===== src/rtl/burst_addr_pkg.sv =====
package burst_addr_pkg;
  localparam int unsigned OFS_W = 2;

  typedef enum logic {
    ORD_LINEAR     = 1'b0,
    ORD_INTERLEAVE = 1'b1
  } burst_order_e;

  typedef logic [OFS_W-1:0] ofs_t;
endpackage


===== src/rtl/burst_beat_ctr.sv =====
module burst_beat_ctr
  import burst_addr_pkg::*;
(
  input  logic clk_i,
  input  logic rst_ni,
  input  logic en_i,
  input  logic clr_i,
  input  logic step_i,
  output ofs_t beat_o
);
  ofs_t cnt_q;

  always_ff @(posedge clk_i or negedge rst_ni) begin
    if (!rst_ni)                 cnt_q <= '0;
    else if (en_i && clr_i)      cnt_q <= '0;
    else if (en_i && step_i)     cnt_q <= cnt_q + ofs_t'(1);
  end

  assign beat_o = cnt_q;

  // wrap within the block: 3 -> 0
  assert_step_wrap_R3: assert property (@(posedge clk_i) disable iff (!rst_ni)
    (en_i && step_i && !clr_i) |=> (cnt_q == ofs_t'($past(cnt_q) + ofs_t'(1))));

  assert_clear_R2: assert property (@(posedge clk_i) disable iff (!rst_ni)
    (en_i && clr_i) |=> (cnt_q == '0));
endmodule


===== src/rtl/burst_order_map.sv =====
module burst_order_map
  import burst_addr_pkg::*;
(
  input  ofs_t         start_i,
  input  ofs_t         beat_i,
  input  burst_order_e order_i,
  output ofs_t         ofs_o
);
  ofs_t lin_ofs;
  ofs_t ilv_ofs;

  assign lin_ofs = start_i + beat_i;
  assign ilv_ofs = start_i ^ beat_i;

  always_comb begin
    unique case (order_i)
      ORD_INTERLEAVE: ofs_o = ilv_ofs;
      default:        ofs_o = lin_ofs;
    endcase
  end

  // both orders begin at the start offset
  always_comb begin
    if (beat_i == '0) assert_first_beat_R4: assert (ofs_o == start_i);
  end
endmodule


===== src/rtl/burst_addr_gen.sv =====
module burst_addr_gen
  import burst_addr_pkg::*;
#(
  parameter int unsigned ADDR_W  = 20,
  parameter int unsigned NUM_SEL = 3
) (
  input  logic              clk_i,
  input  logic              rst_ni,
  input  logic              suspend_i,
  input  logic              load_ni,
  input  logic [NUM_SEL-1:0] sel_i,
  input  logic [ADDR_W-1:0] addr_i,
  input  logic              order_i,
  output logic [ADDR_W-1:0] addr_o,
  output logic              active_o,
  output logic [1:0]        beat_o
);
  localparam int unsigned UP_W = ADDR_W - OFS_W;

  logic            selected;
  logic            run;
  logic            take;
  logic            stop;
  logic            step;
  logic [UP_W-1:0] upper_q;
  ofs_t            start_q;
  logic            active_q;
  ofs_t            beat;
  ofs_t            ofs;

  assign selected = &sel_i;
  assign run      = !suspend_i;
  assign take     = run && !load_ni && selected;
  assign stop     = run && !load_ni && !selected;
  assign step     = load_ni && active_q;

  always_ff @(posedge clk_i or negedge rst_ni) begin
    if (!rst_ni) begin
      upper_q  <= '0;
      start_q  <= '0;
      active_q <= 1'b0;
    end else if (take) begin
      upper_q  <= addr_i[ADDR_W-1:OFS_W];
      start_q  <= addr_i[OFS_W-1:0];
      active_q <= 1'b1;
    end else if (stop) begin
      active_q <= 1'b0;
    end
  end

  burst_beat_ctr u_ctr (
    .clk_i  (clk_i),
    .rst_ni (rst_ni),
    .en_i   (run),
    .clr_i  (take),
    .step_i (step),
    .beat_o (beat)
  );

  burst_order_map u_map (
    .start_i (start_q),
    .beat_i  (beat),
    .order_i (burst_order_e'(order_i)),
    .ofs_o   (ofs)
  );

  assign addr_o   = {upper_q, ofs};
  assign active_o = active_q;
  assign beat_o   = beat;

  assert_load_R2: assert property (@(posedge clk_i) disable iff (!rst_ni)
    take |=> (active_o && beat_o == 2'd0 && addr_o == $past(addr_i)));

  assert_upper_fixed_R6: assert property (@(posedge clk_i) disable iff (!rst_ni)
    (run && step) |=> $stable(addr_o[ADDR_W-1:OFS_W]));

  assert_hold_R7: assert property (@(posedge clk_i) disable iff (!rst_ni)
    suspend_i |=> ($stable(active_o) && $stable(beat_o) && $stable(upper_q) && $stable(start_q)));

  assert_stop_R8: assert property (@(posedge clk_i) disable iff (!rst_ni)
    stop |=> (!active_o && $stable(beat_o) && $stable(upper_q)));

  assert_idle_R9: assert property (@(posedge clk_i) disable iff (!rst_ni)
    (run && load_ni && !active_o) |=> (!active_o && $stable(beat_o) && $stable(upper_q)));
endmodule


===== config.mk =====
export PLATFORM = sky130hd
export DESIGN_NAME = burst_addr_gen
export DESIGN_NICKNAME = d
export VERILOG_FILES = /design/src/rtl/burst_addr_pkg.sv /design/src/rtl/burst_beat_ctr.sv /design/src/rtl/burst_order_map.sv /design/src/rtl/burst_addr_gen.sv
export SDC_FILE = /design/constraint.sdc
export NUM_CORES = 1
export LEC_CHECK = 0
export BUFFER_PORTS_ARGS = -buffer_cell sky130_fd_sc_hd__buf_2
export CAP_MARGIN = 5
export CORE_MARGIN = 2
export CORE_UTILIZATION = 40
export DETAILED_ROUTE_END_ITERATION = 6
export PLACE_DENSITY = 0.84
export SETUP_SLACK_MARGIN = 0.2
export SLEW_MARGIN = 20
export SYNTH_ARGS = -nofsm -noshare
export SYNTH_HDL_FRONTEND = slang
export SYNTH_SLANG_ARGS = --single-unit

===== constraint.sdc =====
create_clock -name clk_i -period 0.86 [get_ports clk_i]
set_input_delay 0.043 -clock clk_i [delete_from_list [all_inputs] [get_ports clk_i]]
set_output_delay 0.043 -clock clk_i [all_outputs]
set_load 0.005 [all_outputs]

==> impl_results.md <==
* Dpl cells at 144
* Fin crit period at 1.31 ns
* CP arrival at 1.27 ns
* Syn nets at 88
* Outcome: complete, but fails checks
* Avg Vias per Cell at 4.52
* Clk Latency, worst-skew pair at 0.29 ns
* Pwr per Cell Area at 2240 nW/um^2
* Via count at 692
* Clk pin slew, worst setup/hold paths at 0.12 ns
* Post-synth EDFFs at 0
* Final worst-path cycle share at 153%
* Share of post-route cells with drive strength above 1 at 74.8%
* CP Capture Type: primary output
* WHS at -0.0326 ns
* DRT iter0 DRCs at 1
* Starting density of the core at 41.4%
* GRT Overall Usage at 13.3%
* Most frequent cells after synthesis: dfrtp_1 (23), mux2_4 (17), xnor2_1 (4)
* Clk buf depth at 2
* Syn Area/Cell at 17.1 sq um
* Total gr overflow at 0
* DP Worst Slack at -0.148 ns
* Max-cap viol count at 0
* Area Growth Syn to Fin at 47.0%
* Hold buffers post-CTS at 1
* Mapped Area at 1010 sq um
* Syn Inst Count at 59
* Top-count cell post-synth: dfrtp_1
* Setup WS post-layout at -0.454 ns
* Die Width at 54.2 um
* CORE AREA at 2430 sq um
* Worst slew pin tran at 0.304 ns
* Die Y at 54.2 um
* FMAX at 0.761 GHz
* WP data required at 0.82 ns
* Vias in the first global route at 684
* Leak at 0.000822 uW
* Root buf cell: clkbuf_4
* Sequential cell area fraction in the yosys report at 57.2%
* Post-DP HPWL at 1.47 mm
* Residual DRC at 0
* Synth cell types at 14
* Buffers on Ports at 50
* Fin. Hold Viols at 19
* Kind of critical path: register to primary output
* Layout Cells excl Fill at 153
* Area leader, netlist: dfrtp_1
* TritonCTS clock tree: done
* Global placer's final weighted congestion at 0.633
* Yosys warns at 0
* FF+latch count, synth at 23
* Initial antenna violation count at 0
* Async set-reset flop share out of synthesis at 100%
* Violated checks: hold timing, setup timing
* Largest fanout on the critical path at 2
* Ranking of synthesized cells by area: dfrtp_1 (57%), mux2_4 (25%), xnor2_1 (3.5%)
* Global-route wire length before repair at 2.83 mm
* Antenna Violating Nets Remaining at 0
* Final setup viols at 19
* Net count, final at 153
* Critical Path Start Type: register
* Io pins at 51
* Routed wire per std cell at 13.4 um
* Sink Count at 23
* Fillers at 181
* Tot Pwr at 3310 uW
* Commonest register cell after synthesis: dfrtp_1
* H-Tree Level Count at 1
* Largest net degree at the start of global routing at 24
* Die area at 2930 sq um
* Drt pass-1 iters at 3
* Post-synth top area share at 57.2%
* Setup TNS at -1.82 ns
* Final wirelength at 2.05 mm
* Final Skew at 0.000369 ns
* # rows at 18
* Fin. max-slew vios at 0
* Antenna Cells at 0
* Hold Crit Class: input pin to register
* Unrepaired setup endpoints after global routing: true
* Worst VDD drop at 1.20 mV
* Slew headroom at 79.7%
* CTS buffer count at 3
-- worst max-delay path, stage by stage (launching register included) --
cell     delay (ns)
dfrtp_1        0.40
ha_2           0.19
nor2b_4        0.13
xnor2_2        0.13
buf_2          0.14
-- cells by family (layout without fill, tap and decap cells) --
group / count (synthesis) / count (layout) / share of synthesized area, %
fa+ha+maj: 1 / 1 / 1.24
xor+xnor: 4 / 4 / 3.48
simple gates: 8 / 8 / 6.59
compound gates: 1 / 1 / 0.497
buf+inv: 2 / 66 / 2.24
mux: 20 / 20 / 28.7
flops: 23 / 23 / 57.2
-- flip-flops by register name, indices dropped and copies added (netlist names) --
register and cells:
start_q 2, active_o 1, u_ctr.beat_o 2, upper_q 18
-- metal layers --
metal | GRT usage [%] | vias up | part of all wire, %
met4 | 3.75 | 0 | 0.49
met5 | 0 | - | 0
met1 | 15.0 | 329 | 39
li1 | - | 332 | -
met2 | 25.5 | 29 | 53
met3 | 1.94 | 2 | 6.9
-- where the power goes --
part / leakage [uW] / switching (uW) / total [uW] / internal, uW
clock network: 0.0000177 / 285 / 457 / 173
logic: 0.000519 / 433 / 1340 / 903
registers: 0.000285 / 171 / 1520 / 1350
total: 0.000822 / 889 / 3310 / 2420
-- stage by stage --
step	utilization, %	area, sq um
after detailed placement	56.3	1370
after global routing	60.8	1480
after floorplan	-	1040
after CTS	59.2	1440
final	60.8	1480
after global placement	56.3	1370
-- cell usage in the layout, fill, tap and decap left out --
| cell | n |
|---|---|
| mux2_4 | 20 |
| buf_6 | 6 |
| o21ai_2 | 1 |
| nand4_4 | 1 |
| buf_12 | 1 |
| nand4b_1 | 1 |
| dfrtp_1 | 23 |
| nor2_4 | 1 |
| xnor2_2 | 2 |
| dlygate4sd3_1 | 1 |
| and2_1 | 2 |
| buf_2 | 47 |
| clkbuf_4 | 4 |
| clkinv_2 | 1 |
| nand2_1 | 1 |
| nand3b_1 | 1 |
| ha_2 | 1 |
| buf_4 | 6 |
| nor2b_4 | 1 |
| xnor2_1 | 2 |
-- worst paths after layout --
path | endpoint | depth (start not counted) | slack (ns) | from
min in group asynchronous | upper_q[15] | 2 | 0.20 | rst_ni
max in group asynchronous | upper_q[5] | 2 | 0.43 | rst_ni
worst max-delay path | addr_o[1] | 4 | -0.45 | start_q[0]
worst min-delay path | upper_q[8] | 2 | -0.03 | addr_i[10]
worst min register to register | upper_q[9] | 1 | 0.52 | upper_q[9]
worst max register to register | u_ctr.beat_o[0] | 5 | -0.25 | u_ctr.beat_o[0]
-- timing repair --
action	4_1_cts	5_1_grt
pin swaps	5	2
gates resized for setup	6	4
setup buffers	1	3
setup endpoints to repair	46	69
endpoints found under the hold margin	43	20
-- layout make-up --
type | count | area, sq um | area share [%]
Timing Repair Buffer | 62 | 385 | 26.1
Sequential cell | 23 | 576 | 38.9
Multi-Input combinational cell | 34 | 453 | 30.6
Tap cell | 30 | 37.5 | 2.54
Clock inverter | 1 | 5.00 | 0.338
Clock buffer | 3 | 22.5 | 1.52
No activity file was read; power rests on OpenSTA's default activity.
